**config.mk**
```make
export PLATFORM = sky130hd
export DESIGN_NAME = prog_rom_mapper
export DESIGN_NICKNAME = d
export VERILOG_FILES = /design/src/rtl/prm_pkg.sv /design/src/rtl/prm_region_dec.sv /design/src/rtl/prm_bank_latch.sv /design/src/rtl/prm_addr_former.sv /design/src/rtl/prog_rom_mapper.sv
export SDC_FILE = /design/constraint.sdc
export NUM_CORES = 1
export LEC_CHECK = 0
export ABC_CLOCK_PERIOD_IN_PS = 1700
export BUFFER_PORTS_ARGS = -buffer_cell sky130_fd_sc_hd__buf_4
export CAP_MARGIN = 20
export CORE_MARGIN = 4
export CORE_UTILIZATION = 27
export CTS_CLUSTER_SIZE = 14
export DETAILED_ROUTE_END_ITERATION = 6
export PLACE_DENSITY = 0.88
export SLEW_MARGIN = 20
export SYNTH_ARGS = -nofsm -noshare
export SYNTH_HDL_FRONTEND = slang
export SYNTH_SLANG_ARGS = --single-unit
```
**constraint.sdc**
```tcl
create_clock -name clk -period 1.7 [get_ports clk]
set_clock_uncertainty 0.15 [all_clocks]
set_input_delay 0.085 -clock clk [delete_from_list [all_inputs] [get_ports clk]]
set_output_delay 0.085 -clock clk [all_outputs]
set_load 0.03 [all_outputs]
```
**src/rtl/prm_pkg.sv**
```systemverilog
package prm_pkg;
  typedef enum logic [1:0] {
    REG_NONE   = 2'd0,
    REG_LOW    = 2'd1,
    REG_BANKED = 2'd2
  } region_e;
endpackage

```
**src/rtl/prm_region_dec.sv**
```systemverilog
module prm_region_dec
  import prm_pkg::*;
#(
  parameter int unsigned SEL_W    = 4,
  parameter int unsigned LOW_SEL  = 0,
  parameter int unsigned BANK_SEL = 2
) (
  input  logic [SEL_W-1:0] sel,
  output region_e          region
);
  always_comb begin
    if (sel == SEL_W'(LOW_SEL))       region = REG_LOW;
    else if (sel == SEL_W'(BANK_SEL)) region = REG_BANKED;
    else                              region = REG_NONE;
  end
endmodule

```
**src/rtl/prm_bank_latch.sv**
```systemverilog
module prm_bank_latch #(
  parameter int unsigned BANK_W = 2
) (
  input  logic              clk,
  input  logic              rst_n,
  input  logic              wr_strobe,
  input  logic              hit,
  input  logic [BANK_W-1:0] wdata,
  output logic [BANK_W-1:0] bank
);
  logic wr_q;
  logic edge_seen;

  assign edge_seen = wr_strobe & ~wr_q;

  always_ff @(posedge clk or negedge rst_n) begin
    if (!rst_n) begin
      wr_q <= 1'b0;
      bank <= '0;
    end else begin
      wr_q <= wr_strobe;
      if (edge_seen && hit) bank <= wdata;
    end
  end

  // a fresh strobe edge on a qualified address captures the data
  a_r5_load: assert property (@(posedge clk) disable iff (!rst_n)
    (wr_strobe && !wr_q && hit) |=> (bank == $past(wdata)));

  // without a qualified write the bank holds
  a_r6_hold: assert property (@(posedge clk) disable iff (!rst_n)
    !(wr_strobe && hit) |=> $stable(bank));
endmodule

```
**src/rtl/prm_addr_former.sv**
```systemverilog
module prm_addr_former
  import prm_pkg::*;
#(
  parameter int unsigned WORD_W = 19,
  parameter int unsigned BANK_W = 2,
  localparam int unsigned ROM0_AW = WORD_W + 1,
  localparam int unsigned ROM1_AW = WORD_W + BANK_W
) (
  input  region_e            region,
  input  logic               split_map,
  input  logic [WORD_W-1:0]  word,
  input  logic [BANK_W-1:0]  bank,
  output logic               rom0_ce,
  output logic [ROM0_AW-1:0] rom0_addr,
  output logic               rom1_ce,
  output logic [ROM1_AW-1:0] rom1_addr
);
  always_comb begin
    rom0_ce   = 1'b0;
    rom1_ce   = 1'b0;
    rom0_addr = '0;
    rom1_addr = '0;
    unique case (region)
      REG_LOW: begin
        rom0_ce   = 1'b1;
        rom0_addr = {split_map, word};
      end
      REG_BANKED: begin
        if (split_map) begin
          rom0_ce   = 1'b1;
          rom0_addr = {1'b0, word};
        end else begin
          rom1_ce   = 1'b1;
          rom1_addr = {bank, word};
        end
      end
      default: ;
    endcase
  end
endmodule

```
**src/rtl/prog_rom_mapper.sv**
```systemverilog
module prog_rom_mapper
  import prm_pkg::*;
#(
  parameter int unsigned ADDR_W   = 24,
  parameter int unsigned OFFS_W   = 20,
  parameter int unsigned BANK_W   = 2,
  parameter int unsigned LOW_SEL  = 0,
  parameter int unsigned BANK_SEL = 2,
  localparam int unsigned SEL_W   = ADDR_W - OFFS_W,
  localparam int unsigned WORD_W  = OFFS_W - 1,
  localparam int unsigned ROM0_AW = WORD_W + 1,
  localparam int unsigned ROM1_AW = WORD_W + BANK_W
) (
  input  logic               clk,
  input  logic               rst_n,
  input  logic [ADDR_W-1:0]  cpu_addr,
  input  logic               cpu_wr,
  input  logic [BANK_W-1:0]  cpu_wdata,
  input  logic               lo_rom_16m,
  output logic               rom0_ce,
  output logic [ROM0_AW-1:0] rom0_addr,
  output logic               rom1_ce,
  output logic [ROM1_AW-1:0] rom1_addr,
  output logic [BANK_W-1:0]  bank
);
  region_e region;
  logic    bank_hit;

  prm_region_dec #(.SEL_W(SEL_W), .LOW_SEL(LOW_SEL), .BANK_SEL(BANK_SEL)) u_dec (
    .sel    (cpu_addr[ADDR_W-1:OFFS_W]),
    .region (region)
  );

  assign bank_hit = (region == REG_BANKED) && cpu_addr[0];

  prm_bank_latch #(.BANK_W(BANK_W)) u_latch (
    .clk       (clk),
    .rst_n     (rst_n),
    .wr_strobe (cpu_wr),
    .hit       (bank_hit),
    .wdata     (cpu_wdata),
    .bank      (bank)
  );

  prm_addr_former #(.WORD_W(WORD_W), .BANK_W(BANK_W)) u_form (
    .region    (region),
    .split_map (lo_rom_16m),
    .word      (cpu_addr[OFFS_W-1:1]),
    .bank      (bank),
    .rom0_ce   (rom0_ce),
    .rom0_addr (rom0_addr),
    .rom1_ce   (rom1_ce),
    .rom1_addr (rom1_addr)
  );

  // never two ROMs on one access
  a_r8_one_enable: assert property (@(posedge clk) disable iff (!rst_n)
    !(rom0_ce && rom1_ce));

  // split map keeps the second ROM idle
  a_r3_no_rom1: assert property (@(posedge clk) disable iff (!rst_n)
    lo_rom_16m |-> !rom1_ce);

  // unmapped addresses select nothing
  a_r4_unmapped: assert property (@(posedge clk) disable iff (!rst_n)
    ((cpu_addr[ADDR_W-1:OFFS_W] != SEL_W'(LOW_SEL)) &&
     (cpu_addr[ADDR_W-1:OFFS_W] != SEL_W'(BANK_SEL))) |-> (!rom0_ce && !rom1_ce));

  // the upper lines of the banked ROM follow the bank register
  a_r2_bank_lines: assert property (@(posedge clk) disable iff (!rst_n)
    rom1_ce |-> (rom1_addr[ROM1_AW-1 -: BANK_W] == bank));
endmodule

```
# Word-level counts from Yosys, hierarchy flattened
# Cells that the tools add are included.
dict set report word_totals {
  out_inout_bits 45
  input_bits 30
  reg_bits 3
  word_cells 20
}
dict set report classes {
  eq_ne 3
  mux 10
  bitwise 2
  reduce_logical 3
}
# operator count
set op_table {}
lappend op_table {{21-bit two-way mux} 2}
lappend op_table {{20-bit case mux with 2 select lines} 1}
lappend op_table {{19-bit two-way mux} 1}
lappend op_table {{4-bit by 2-bit == test with 1-bit output, second input constant} 1}
lappend op_table {{4-bit logical NOT} 1}
lappend op_table {{2-bit two-way mux} 2}
lappend op_table {{1-bit two-way mux} 3}
lappend op_table {{2-bit by 1-bit == test with 1-bit output, second input constant} 1}
lappend op_table {{2-bit == test, second input constant} 1}
lappend op_table {{1-bit logical AND} 2}
lappend op_table {{1-bit case mux with 2 select lines} 1}
lappend op_table {{1-bit bitwise AND} 1}
lappend op_table {{1-bit NOT} 1}

# Depth between registers and ports, before layout
# Gate-level depths: netlist of run 1.
dict set report depth {
  ltp_word 6
  ltp_mapped 4
  ltp_nobuf 3
}

# Modules after synthesis
# From an unflattened synthesis of run 1, not the netlist that was laid out.
dict set report hier_totals {
  cells_unflattened 64
  area_unflattened_um2 646.9
}
# mod area_per_inst_um2 seq_area_each_um2 cells_per_inst instances
set by_module_without_submodules {}
lappend by_module_without_submodules {prm_addr_former 485.5 0.0 55 1}
lappend by_module_without_submodules {prm_bank_latch 125.1 75.1 6 1}
lappend by_module_without_submodules {prm_region_dec 27.5 0.0 2 1}
lappend by_module_without_submodules {prog_rom_mapper 8.8 0.0 1 1}

# Worst setup path before layout of run 1
# No wires, ideal clock.
dict set report synth_path {
  kind {in2out}
  from {input cpu_addr[23]}
  to {output rom0_addr[0]}
  path_buffers 1
  arrival_ns 1.223
  path_stages 4
  slack_ns 0.242
  required_ns 1.465
  path_cell_list {or3_4 > a21oi_1 > buf_2 > and2_1}
}
dict set report synth_between {
  elab_chain_cells 5
  word_cells_on_any_way 7
  cone_classes {3 x eq/ne; 3 x mux; 1 x reduce/logical}
}
# element line
set synth_lines {}
lappend synth_lines {{start, declared} prog_rom_mapper.sv:16} ;# input logic [ADDR_W-1:0] cpu_addr,
lappend synth_lines {{4-bit by 2-bit == test with 1-bit output} prm_region_dec.sv:13} ;# else if (sel == SEL_W'(BANK_SEL)) region = REG_BANKED;
lappend synth_lines {{2-bit two-way mux} prm_region_dec.sv:13}
lappend synth_lines {{2-bit two-way mux *} prm_region_dec.sv:12} ;# if (sel == SEL_W'(LOW_SEL)) region = REG_LOW;
lappend synth_lines {{2-bit == test or 2-bit by 1-bit == test with 1-bit output (tied branches)} prm_addr_former.sv:23} ;# unique case (region)
lappend synth_lines {{20-bit case mux with 2 select lines *} prm_addr_former.sv:23}
lappend synth_lines {{end, declared} prog_rom_mapper.sv:21} ;# output logic [ROM0_AW-1:0] rom0_addr,
# Every way passes the cells marked *; elsewhere a longest branch is shown, timed or not.

# Final worst setup path of run 1
dict set report layout_path {
  from {input cpu_addr[23]}
  to {output rom1_addr[20]}
}
dict set report layout_between {
  elab_chain_cells 5
  word_cells_on_any_way 6
  cone_classes {2 x eq/ne; 3 x mux; 1 x reduce/logical}
}
# element line
set layout_lines {}
lappend layout_lines {{4-bit by 2-bit == test with 1-bit output} prm_region_dec.sv:13}
lappend layout_lines {{2-bit two-way mux} prm_region_dec.sv:13}
lappend layout_lines {{2-bit two-way mux *} prm_region_dec.sv:12}
lappend layout_lines {{2-bit == test *} prm_addr_former.sv:23}
lappend layout_lines {{21-bit two-way mux *} prm_addr_former.sv:23}
lappend layout_lines {{end, declared} prog_rom_mapper.sv:23} ;# output logic [ROM1_AW-1:0] rom1_addr,
# Marks and branches as above.

==> results_dict.tcl, run 1 <==
set metrics [dict create \
    syn-num-nets 86 \
    path_common_cell "buf_4" \
    gp_congestion 0.630 \
    final_cell_area_um2 1090 \
    cts_tree "yes" \
    wire_per_inst_um 12.3 \
    cp_slowest_cell "or3_4" \
    p_sw_share_pct 34.7 \
    cp_data_required_time_ps 1460 \
    timing.rr.end "u_latch.bank[1]$_DFFE_PN0P_" \
    ys.warnings.count 0 \
    avgViaCountPerCell 4.43 \
    antenna_found_initial 0 \
    leakagePower_nw 0.631 \
    final_min_period_over_clock_period_pct 90.6 \
    cp_cell_sequence "buf_4, or3_4, nor3b_4, buf_4, and2_2, buf_4" \
    grt_overflow 0 \
    post-place-ws_ps 169 \
    yosysTopAreaCell "and2_1" \
    avgSynthCellArea_um2 8.04 \
    first_global_vias 742 \
    fin_ws_ps 160 \
    netlist_area_um2 450 \
    seq_power_share_pct 21.2 \
    place_area_um2 1020 \
    cts.sinks 3 \
    die_x_um 48.8 \
    power_frac_clock_pct 33.7 \
    final_antenna_net_count 0 \
    drv_slew 0 \
    core_um2 1540 \
    maxCapViolCount 0 \
    initial_core_util_pct 29.2 \
    hold_class "in -> async" \
    cp_top_family "simple AND/OR/NAND/NOR gates" \
    power.internal_mw 0.264 \
    syn_inst 56 \
    io_buffers 74 \
    grt_util_all_layers_pct 16.0 \
    vias 682 \
    cts_buffers 3 \
    status "finished clean" \
    mostFrequentLayoutCells "buf_4 (78), and2_1 (29), and2_2 (11)" \
    crit_fanout 11 \
    die_h_um 48.8 \
    clockBufferDepth 2 \
    relSlewSlack_pct 88.0 \
    grt_first_pass_wirelength_um 3070 \
    synthDistinctLibCells 14 \
    cts-root-buf "clkbuf_4" \
    period_needed_ps 1540 \
    cts.clk_slew.worst_paths_ps 40 \
    rows 14 \
    fillers 117 \
    reg2reg_slack_ps 400 \
    grt_setup_unrepaired "no" \
    crit_type "in -> out" \
    drc 0 \
    finalSetupViolations 0 \
    fp.dieArea_um2 2390 \
    synth_top_area_share_pct 40.3 \
    final_common_cell "buf_4" \
    power_density_nw_per_um2 370 \
    ys_seq_area_share_pct 16.7 \
    cp-end-kind "primary output" \
    max_freq_ghz 0.649 \
    p_switching_mw 0.140 \
    drive_gt1_share_pct 69.6 \
    ys_ff_latch 3 \
    worstSetupStartpointType "input pin" \
    area_growth_syn_to_layout_pct 142 \
    initialDrtViolationCount 3 \
    ios 75 \
    fin_setup_tns_ps 0 \
    cpPeakStageDelay_ps 410 \
    reg2regPathDepth 3 \
    nets 169 \
    max_slew.worst_pin.slew_ps 178 \
    combPwrFrac_pct 45.1 \
    synth_area_leaders "and2_1 (40%), and2_2 (18%), dfrtp_1 (17%)" \
    finalHoldViolCount 0 \
    crit_buf_inv 3 \
    grt_max_degree 13 \
    ir_worst_vdd_uv 437 \
    clk-insertion-delay-late_ps 250 \
    diodes 0 \
    cts_resized 0 \
    dr.pass1.iters 4 \
    arrival_ps 1300 \
    r2r-start "u_latch.wr_q$_DFF_PN0_" \
    cts.htree.levels 1 \
    postCtsSetupBuffers 0 \
    wl_um 1890 \
]
metal layers:
layer | wire length (um) | track usage [%]
met1 | 669 | 15.6
met4 | 27 | 9.42
met2 | 910 | 27.2
met3 | 279 | 7.65
met5 | 0 | 0
through the flow:
| step | hold WS [ps] | utilization, % | power (mW) | cells |
|---|---|---|---|---|
| after floorplan | -361 | - | 0.162 | 56 |
| after global placement | -274 | 66.4 | 0.257 | 146 |
| after detailed placement | -270 | 66.4 | 0.261 | 146 |
| after CTS | 12.5 | 70.7 | 0.405 | 154 |
| after global routing | 13.8 | 70.7 | 0.427 | 154 |
| final | 9.61 | 70.7 | 0.404 | 154 |
worst max-delay path by stage:
stage,startpoint,endpoint,slack (ps),cells past startpoint
finish,cpu_addr[23],rom1_addr[20],160,6
global route,cpu_addr[23],rom1_addr[20],110,6
CTS,cpu_addr[23],rom1_addr[20],160,6
detailed placement,cpu_addr[23],rom1_addr[15],170,6
global placement,cpu_addr[23],rom1_addr[19],190,6
floorplan,cpu_addr[23],rom0_addr[0],240,4
cell usage after synthesis:
| cell type | n |
|---|---|
| buf_2 | 1 |
| a21oi_1 | 1 |
| and2_2 | 11 |
| mux2_2 | 2 |
| or3_4 | 1 |
| dfrtp_1 | 3 |
| and2_1 | 29 |
| nor3_1 | 1 |
| buf_6 | 2 |
| nand4b_1 | 1 |
| nor2_1 | 1 |
| clkbuf_2 | 1 |
| inv_1 | 1 |
| nor3b_4 | 1 |
kinds of logic after synthesis:
kind of cell	Yosys count	share of synthesized area (%)
AO/OA/AOI/OAI	1	1.11
AND/OR/NAND/NOR	45	69.2
flip-flops	3	16.7
multiplexers	2	5.00
buffers and inverters	5	8.05
layout make-up:
cell class | count | area, um^2 | share of cell area [%]
clock buffer | 4 | 26.3 | 2.41
inverter | 1 | 3.75 | 0.344
multi-input combinational | 48 | 339 | 31.1
sequential | 3 | 75.1 | 6.89
tap | 16 | 20.0 | 1.84
timing repair buffer | 82 | 626 | 57.4
worst register-to-register path, delay by kind of cell (launching register included):
family	cells	cell delay [ps]
mux	1	360
simple gates	2	310
flops	1	350
power groups by stage:
| stage | clock network, mW | registers [mW] | logic, mW |
|---|---|---|---|
| floorplan | 0 | 0.0971 | 0.0645 |
| global placement | 0 | 0.0856 | 0.171 |
| detailed placement | 0 | 0.0857 | 0.176 |
| CTS | 0.137 | 0.0849 | 0.183 |
| global route | 0.144 | 0.0861 | 0.196 |
| finish | 0.136 | 0.0854 | 0.182 |
state kept, by name (all words and copies together), names as in the netlist:
signal,count
u_latch.bank,2
u_latch.wr_q,1
timing repair:
| item | in CTS | in global routing |
|---|---|---|
| setup endpoints to repair | 0 | 0 |
| endpoints found under the hold margin | 6 | 0 |
| hold buffers | 4 | 0 |
Note: power is estimated with default switching activity, not from simulation.
==> run 2, diff against run 1 <==
--- a/config.mk
+++ b/config.mk
@@ -7,12 +7,13 @@
 export LEC_CHECK = 0
 export ABC_CLOCK_PERIOD_IN_PS = 1700
 export BUFFER_PORTS_ARGS = -buffer_cell sky130_fd_sc_hd__buf_4
-export CAP_MARGIN = 20
+export CAP_MARGIN = 30
 export CORE_MARGIN = 4
 export CORE_UTILIZATION = 27
 export CTS_CLUSTER_SIZE = 14
 export DETAILED_ROUTE_END_ITERATION = 6
 export PLACE_DENSITY = 0.88
+export SETUP_SLACK_MARGIN = 0.3
 export SLEW_MARGIN = 20
 export SYNTH_ARGS = -nofsm -noshare
 export SYNTH_HDL_FRONTEND = slang
==> results_dict.tcl, run 2 (synthesized netlist as in run 1, its figures left out) <==
set metrics [dict create \
    rows 14 \
    max_freq_ghz 0.648 \
    maxCapViolCount 0 \
    final_min_period_over_clock_period_pct 90.8 \
    cts-root-buf "clkbuf_4" \
    finalHoldViolCount 0 \
    gp_congestion 0.820 \
    final_antenna_net_count 0 \
    dr.pass1.iters 4 \
    drc 0 \
    grt_first_pass_wirelength_um 3670 \
    initial_core_util_pct 29.2 \
    fin_ws_ps 157 \
    fin_setup_tns_ps 0 \
    grt_overflow 0 \
    grt_setup_unrepaired "yes" \
    antenna_found_initial 0 \
    cts.clk_slew.worst_paths_ps 40 \
    cp-end-kind "primary output" \
    cts_buffers 3 \
    crit_type "in -> out" \
    relSlewSlack_pct 85.3 \
    period_needed_ps 1540 \
    top_register "u_latch.bank" \
    die_h_um 48.8 \
    ios 75 \
    fp.dieArea_um2 2390 \
    hold_class "in -> async" \
    largest_reg_flops 2 \
    crit_fanout 11 \
    die_x_um 48.8 \
    clockBufferDepth 2 \
    fillers 97 \
    cts_tree "yes" \
    leakagePower_nw 0.699 \
    grt_max_degree 12 \
    core_um2 1540 \
    wl_um 2480 \
    max_slew.worst_pin.slew_ps 219 \
    diodes 0 \
    grt_util_all_layers_pct 20.0 \
    worstSetupStartpointType "input pin" \
    finalSetupViolations 0 \
    cts.sinks 3 \
    utilization_pct 82.9 \
    post-place-ws_ps 153 \
    area_growth_syn_to_layout_pct 184 \
    cts.htree.levels 1 \
    nets 171 \
    drv_slew 0 \
    io_buffers 74 \
    avgViaCountPerCell 4.60 \
    wire_per_inst_um 15.9 \
    path_common_cell "buf_6" \
    arrival_ps 1310 \
    power_density_nw_per_um2 335 \
    first_global_vias 818 \
    ir_worst_vdd_uv 442 \
    cp_data_required_time_ps 1460 \
    grtUsageMet3_pct 9.17 \
    cpPeakStageDelay_ps 420 \
    cp_slowest_cell "or3_4" \
    status "finished clean" \
    mostFrequentLayoutCells "buf_4 (53), buf_6 (27), and2_2 (21)" \
    grt-busiest-layer "met2" \
    drive_gt1_share_pct 91.4 \
    met2_usage_pct 37.4 \
    initialDrtViolationCount 8 \
    postCtsSetupBuffers 0 \
    largestRegisters "u_latch.bank x2, u_latch.wr_q x1" \
    cp_cell_sequence "buf_6, or3_4, nor3b_4, buf_6, and2_2, buf_4" \
    clk-insertion-delay-late_ps 230 \
    final_common_cell "buf_4" \
    vias 717 \
    gr-usage-met1_pct 15.8 \
]
==> run 2: final timing paths <==
| path | start | endpoint | slack, ps | cells after the start |
|---|---|---|---|---|
| max reg2reg | u_latch.wr_q$_DFF_PN0_ | u_latch.bank[0]$_DFFE_PN0P_ | 360 | 3 |
| max | cpu_addr[23] | rom1_addr[17] | 160 | 6 |
| max in group asynchronous | rst_n | u_latch.wr_q$_DFF_PN0_ | 1230 | 2 |
| min reg2reg | u_latch.bank[1]$_DFFE_PN0P_ | u_latch.bank[1]$_DFFE_PN0P_ | 370 | 1 |
| min in group clk | cpu_addr[0] | u_latch.bank[1]$_DFFE_PN0P_ | 200 | 4 |
| min | rst_n | u_latch.bank[0]$_DFFE_PN0P_ | 70 | 2 |
==> run 2: per-stage QoR <==
step           total power, mW  instances  hold slack [ps]  instance area, um^2
2_1_floorplan            0.163         56             -361                  474
3_3_place_gp             0.256        145             -275                 1040
3_5_place_dp             0.262        145             -274                 1040
4_1_cts                  0.413        155             17.3                 1180
5_1_grt                  0.455        156             54.6                 1280
6_report                 0.428        156             71.3                 1280
==> run 2: final cells by class <==
| cell class | instances | area [um^2] | share of cell area [%] |
|---|---|---|---|
| Timing Repair Buffer | 84 | 742 | 58.1 |
| Multi-Input combinational cell | 48 | 410 | 32.1 |
| Sequential cell | 3 | 75.1 | 5.88 |
| Clock buffer | 4 | 26.3 | 2.06 |
| Tap cell | 16 | 20.0 | 1.57 |
| Inverter | 1 | 3.75 | 0.294 |
==> run 2: worst max-delay path: cells and delay by family <==
| family | cells | cell delay (ps) |
|---|---|---|
| AND/OR/NAND/NOR | 3 | 810 |
| buffers and inverters | 3 | 410 |
==> run 2: routing by layer <==
layer / part of all wire (%) / wire [um]
met4: 2.7 / 68
met3: 11 / 275
met2: 55 / 1370
met1: 31 / 764
met5: 0 / 0
==> run 2: power by group <==
part / leakage (nW) / switching (mW) / internal (mW) / total [mW]
clock: 0.0150 / 0.0384 / 0.0881 / 0.126
combinational: 0.646 / 0.0997 / 0.117 / 0.217
sequential: 0.0382 / 0.00510 / 0.0795 / 0.0846
total: 0.699 / 0.143 / 0.285 / 0.428
==> run 2: what timing repair did <==
action,in CTS,in global routing
hold buffers,4,0
endpoints found under the setup margin,41,41
pin swaps,5,15
endpoints found under the hold margin,6,0
gates cloned,2,1
gates resized for setup,20,33
